[src/rtl/rfsh_timer_csr_pkg.sv]
package rfsh_timer_csr_pkg;
  localparam int unsigned DATA_W  = 32;
  localparam int unsigned KEY_W   = 16;
  localparam int unsigned KEY_LSB = 16;
  localparam logic [KEY_W-1:0] WR_KEY = 16'hA55A;
  localparam int unsigned CKS_W = 3;
  localparam int unsigned RRC_W = 3;
  // field positions decoded by the timer logic and software
  localparam int unsigned RRC_LSB = 0;
  localparam int unsigned CKS_LSB = RRC_LSB + RRC_W;
  localparam int unsigned IE_BIT  = CKS_LSB + CKS_W;
  localparam int unsigned FLG_BIT = IE_BIT + 1;
  localparam int unsigned USED_W  = FLG_BIT + 1;

  typedef struct packed {
    logic             ie;
    logic [CKS_W-1:0] cks;
    logic [RRC_W-1:0] rrc;
  } cfg_t;
endpackage

[src/rtl/rfsh_key_gate.sv]
module rfsh_key_gate
  import rfsh_timer_csr_pkg::*;
#(
  parameter int unsigned W = DATA_W
) (
  input  logic         wr_en_i,
  input  logic [W-1:0] wdata_i,
  output logic         wr_ok_o,
  output logic         flg_wr_o
);
  assign wr_ok_o  = wr_en_i && (wdata_i[KEY_LSB +: KEY_W] == WR_KEY);
  assign flg_wr_o = wdata_i[FLG_BIT];
endmodule

[src/rtl/rfsh_cfg_reg.sv]
module rfsh_cfg_reg
  import rfsh_timer_csr_pkg::*;
(
  input  logic clk_i,
  input  logic rst_ni,
  input  logic wr_ok_i,
  input  cfg_t cfg_d_i,
  output cfg_t cfg_q_o
);
  // manual reset deliberately not wired: contents survive it
  always_ff @(posedge clk_i or negedge rst_ni) begin
    if (!rst_ni)      cfg_q_o <= '0;
    else if (wr_ok_i) cfg_q_o <= cfg_d_i;
  end
endmodule

[src/rtl/rfsh_flag_ctl.sv]
module rfsh_flag_ctl (
  input  logic clk_i,
  input  logic rst_ni,
  input  logic mrst_ni,
  input  logic cmp_i,
  input  logic rd_en_i,
  input  logic wr_ok_i,
  input  logic wbit_i,
  output logic flag_o
);
  logic seen_q;
  logic clr;

  assign clr = wr_ok_i && !wbit_i && seen_q;

  always_ff @(posedge clk_i or negedge rst_ni) begin
    if (!rst_ni)    flag_o <= 1'b0;
    else if (cmp_i) flag_o <= 1'b1;   // set wins over clear
    else if (clr)   flag_o <= 1'b0;
  end

  always_ff @(posedge clk_i or negedge rst_ni) begin
    if (!rst_ni)               seen_q <= 1'b0;
    else if (!mrst_ni)         seen_q <= 1'b0;
    else if (wr_ok_i)          seen_q <= 1'b0;
    else if (rd_en_i && flag_o) seen_q <= 1'b1;
  end
endmodule

[src/rtl/rfsh_timer_csr.sv]
module rfsh_timer_csr
  import rfsh_timer_csr_pkg::*;
(
  input  logic              clk_i,
  input  logic              rst_ni,
  input  logic              mrst_ni,
  input  logic              wr_en_i,
  input  logic              rd_en_i,
  input  logic [DATA_W-1:0] wdata_i,
  output logic [DATA_W-1:0] rdata_o,
  input  logic              cmp_match_i,
  output logic              irq_o,
  output logic              cnt_en_o,
  output logic [CKS_W-1:0]  clk_sel_o,
  output logic [RRC_W-1:0]  rfsh_cnt_o
);
  logic wr_ok, wbit, flag;
  cfg_t cfg_d, cfg_q;

  rfsh_key_gate #(.W(DATA_W)) u_gate (
    .wr_en_i (wr_en_i),
    .wdata_i (wdata_i),
    .wr_ok_o (wr_ok),
    .flg_wr_o(wbit)
  );

  assign cfg_d = cfg_t'(wdata_i[IE_BIT:0]);

  rfsh_cfg_reg u_cfg (
    .clk_i  (clk_i),
    .rst_ni (rst_ni),
    .wr_ok_i(wr_ok),
    .cfg_d_i(cfg_d),
    .cfg_q_o(cfg_q)
  );

  rfsh_flag_ctl u_flag (
    .clk_i  (clk_i),
    .rst_ni (rst_ni),
    .mrst_ni(mrst_ni),
    .cmp_i  (cmp_match_i),
    .rd_en_i(rd_en_i),
    .wr_ok_i(wr_ok),
    .wbit_i (wbit),
    .flag_o (flag)
  );

  always_comb begin
    rdata_o = '0;
    rdata_o[FLG_BIT] = flag;
    rdata_o[IE_BIT:0] = cfg_q;
  end

  assign irq_o      = flag & cfg_q.ie;
  assign clk_sel_o  = cfg_q.cks;
  assign rfsh_cnt_o = cfg_q.rrc;
  assign cnt_en_o   = |cfg_q.cks;
endmodule

[config.mk]
export PLATFORM = sky130hd
export DESIGN_NAME = rfsh_timer_csr
export DESIGN_NICKNAME = d
export VERILOG_FILES = /design/src/rtl/rfsh_timer_csr_pkg.sv /design/src/rtl/rfsh_key_gate.sv /design/src/rtl/rfsh_cfg_reg.sv /design/src/rtl/rfsh_flag_ctl.sv /design/src/rtl/rfsh_timer_csr.sv
export SDC_FILE = /design/constraint.sdc
export NUM_CORES = 1
export LEC_CHECK = 0
export ABC_AREA = 1
export BUFFER_PORTS_ARGS = -buffer_cell sky130_fd_sc_hd__buf_4
export CORE_MARGIN = 8
export CORE_UTILIZATION = 35
export CTS_CLUSTER_SIZE = 24
export DETAILED_ROUTE_END_ITERATION = 10
export GPL_TIMING_DRIVEN = 0
export PLACE_DENSITY = 0.85
export SLEW_MARGIN = 20
export SYNTH_ARGS = -nofsm -noshare
export SYNTH_HDL_FRONTEND = slang
export SYNTH_SLANG_ARGS = --single-unit
[constraint.sdc]
create_clock -name clk_i -period 1.3 [get_ports clk_i]
set_clock_uncertainty 0.2 [all_clocks]
set_input_delay 0.065 -clock clk_i [delete_from_list [all_inputs] [get_ports clk_i]]
set_output_delay 0.065 -clock clk_i [all_outputs]
set_load 0.01 [all_outputs]
==> metrics.yaml <==
final_layout:
  antenna_cells: 0
  syn_to_final_growth_pct: 83.7
  regArea_sq_um: 225
  drive_gt1_share_pct: 48.1
  n_fill_cell: 186
  nets: 224
  multi_input_area_sq_um: 368
route:
  totalWireLength_microns: 2520
  wl_met2_microns: 1360
  topRoutingLayerUsed: "met4"
  vias: 857
  route.detailed.drc: 0
  wl_met3_microns: 245
  wl_met1_microns: 885
  ant_nets: 0
  drt-initial-drc-count: 15
  vias_per_cell: 4.02
  firstDrtPassIters: 4
  wire_per_inst_microns: 11.8
synth:
  synthCells: 97
  yosys_warnings: 0
  syn-mean-instance-area_sq_um: 8.00
  syn_area_sq_um: 776
  post_synth_num_cell_types: 18
  synth-seq-cells: 9
  synth_seq_area_share_pct: 29.0
critical_path:
  endpoint_kind: "output port"
  cp.required_ns: 1.03
  start_kind: "flop"
  path_class: "reg2out"
  crit_path_start: "u_cfg.cfg_q_o[3]"
  r2r_start: "u_flag.seen_q"
  cp_max_fo: 2
  critPathArrivalTime_ns: 1.14
sta:
  hold_viol_final: 1
  fin_hold_ws_ns: -0.0539
  maxSlewViolCount: 0
  setup_viol: 1
  fmax_mhz: 709
  period_share_pct: 108
  fin_ws_ns: -0.110
  tns_ns: -0.110
  layout_min_cycle_time_ns: 1.41
  rsz0062_at_grt: "yes"
clock_network:
  insertion_delay_ns: 0.26
  cts-buffers-inserted: 3
  cts_buffer_depth: 2
  tritoncts: "yes"
  cts.sinks: 9
  clkTransAtPathRegs_ns: 0.06
  cts_max_level: 1
  ctsRootBufferMaster: "clkbuf_4"
die:
  die_height_microns: 63.1
  fp.dieArea_sq_mm: 0.00398
  io_pins: 78
  rows: 17
  die_x_microns: 63.1
  initial_core_util_pct: 36.1
  core-area_sq_mm: 0.00215
placement:
  gp_congestion: 0.747
  io_buffers: 45
  hpwl_microns: 2090
power_and_ir_drop:
  power.density_mw_per_mm2: 516
  cellLeakagePower_nw: 0.874
  fin_total_pwr_mw: 0.735
  max-vdd-ir-drop_mv: 0.261
status:
  outcome: "finished with violations"
  violations: "hold timing, setup timing"
global_route:
  first_global_vias: 938
  grt_pass1_wl_microns: 4120
  grt_usage_pct: 12.4
  grt.overflow.total: 0
  antenna_found_initial: 0
  grt_max_degree: 11
min_path:
  min_from: "wdata_i[28]"
  min_path_type: "in2reg"
flow_run:
  drv_cap: 0
placed cells by master, fill, tap and decap left out, types with 3 or more instances in the layout:
master         instances
buf_4                 77
conb_1                24
nand2_1               21
dlygate4sd3_1         14
inv_1                 11
nand4_1                9
dfrtp_1                9
nor2_1                 4
clkbuf_4               3
routing by layer:
metal	vias up	track usage [%]
li1	430	-
met1	378	11.2
met2	44	23.9
met3	5	4.95
met4	0	4.84
met5	-	0
area by class of cell:
type                    instances  area share (%)
repair buffers                 61            34.9
multi-input cells              69            25.8
plain buffers                  31            16.3
flip-flops and latches          9            15.8
inverters                      11            2.90
well taps                      28            2.46
clock buffers                   4            1.84
synth_stat cells:
cell      n  area share [%]
a21oi_1   1            0.64
buf_4    31              30
conb_1    1            0.48
dfrtp_1   9              29
inv_1    11             5.3
nand2_1  21              10
nand3_1   1            0.64
nand3_2   1             1.3
nand3_4   1             2.3
nand4_1   9             7.3
nand4_2   1             1.6
nand4_4   1             2.7
nor2_1    4             1.9
nor2_4    1             1.5
nor2_8    1             2.6
nor3_1    1            0.64
or2_4     1             1.1
or3_1     1            0.81
flip-flops by register name (all words and copies together) (netlist names):
signal         count
u_flag.seen_q      1
u_flag.flag_o      1
u_cfg.cfg_q_o      7
repair_timing:
action                                  4_1_cts  5_1_grt
buffers inserted                              2        0
hold endpoints to repair                     18       10
endpoints found under the setup margin        1       14
resized for setup                             0        2
hold buffers                                 14        1
pin swaps                                     0        1
power breakdown:
group / switching [mW] / internal (mW)
Combinational: 0.0961 / 0.141
Sequential: 0.00157 / 0.282
Clock: 0.0964 / 0.118
metrics by stage:
step | cells | hold WS (ns) | setup slack, ns | utilization (%) | cell area (sq um)
3_5_place_dp | 193 | -0.307 | 0.0667 | 57.5 | 1230
3_3_place_gp | 193 | -0.310 | 0.107 | 57.5 | 1230
5_1_grt | 213 | 0.00241 | -0.136 | 66.3 | 1430
2_1_floorplan | 120 | -0.431 | 0.202 | - | 862
4_1_cts | 213 | -0.0348 | -0.0993 | 65.9 | 1420
6_report | 213 | -0.0539 | -0.110 | 66.3 | 1430
worst max-delay path, cell delays in order (launching register included):
cell and delay (ns):
dfrtp_1 0.37, or3_1 0.38, buf_6 0.13
logic make-up after synthesis:
kind of cell	synth area share, %
other cells	0.483
simple gates	34.5
compound gates	0.645
buf+inv	35.3
flops	29.0
path summary, 6_finish.rpt:
path | endpoint | slack, ns | depth (start not counted)
hold reg to reg | u_cfg.cfg_q_o[6] | 0.30 | 2
min in group asynchronous | u_flag.seen_q | 0.51 | 3
setup / recovery | cnt_en_o | -0.11 | 2
hold / removal | u_flag.flag_o | -0.05 | 5
setup reg to reg | u_flag.flag_o | 0.29 | 5
max in group asynchronous | u_cfg.cfg_q_o[0] | 0.25 | 3
Note: power is estimated with default switching activity, not from simulation.
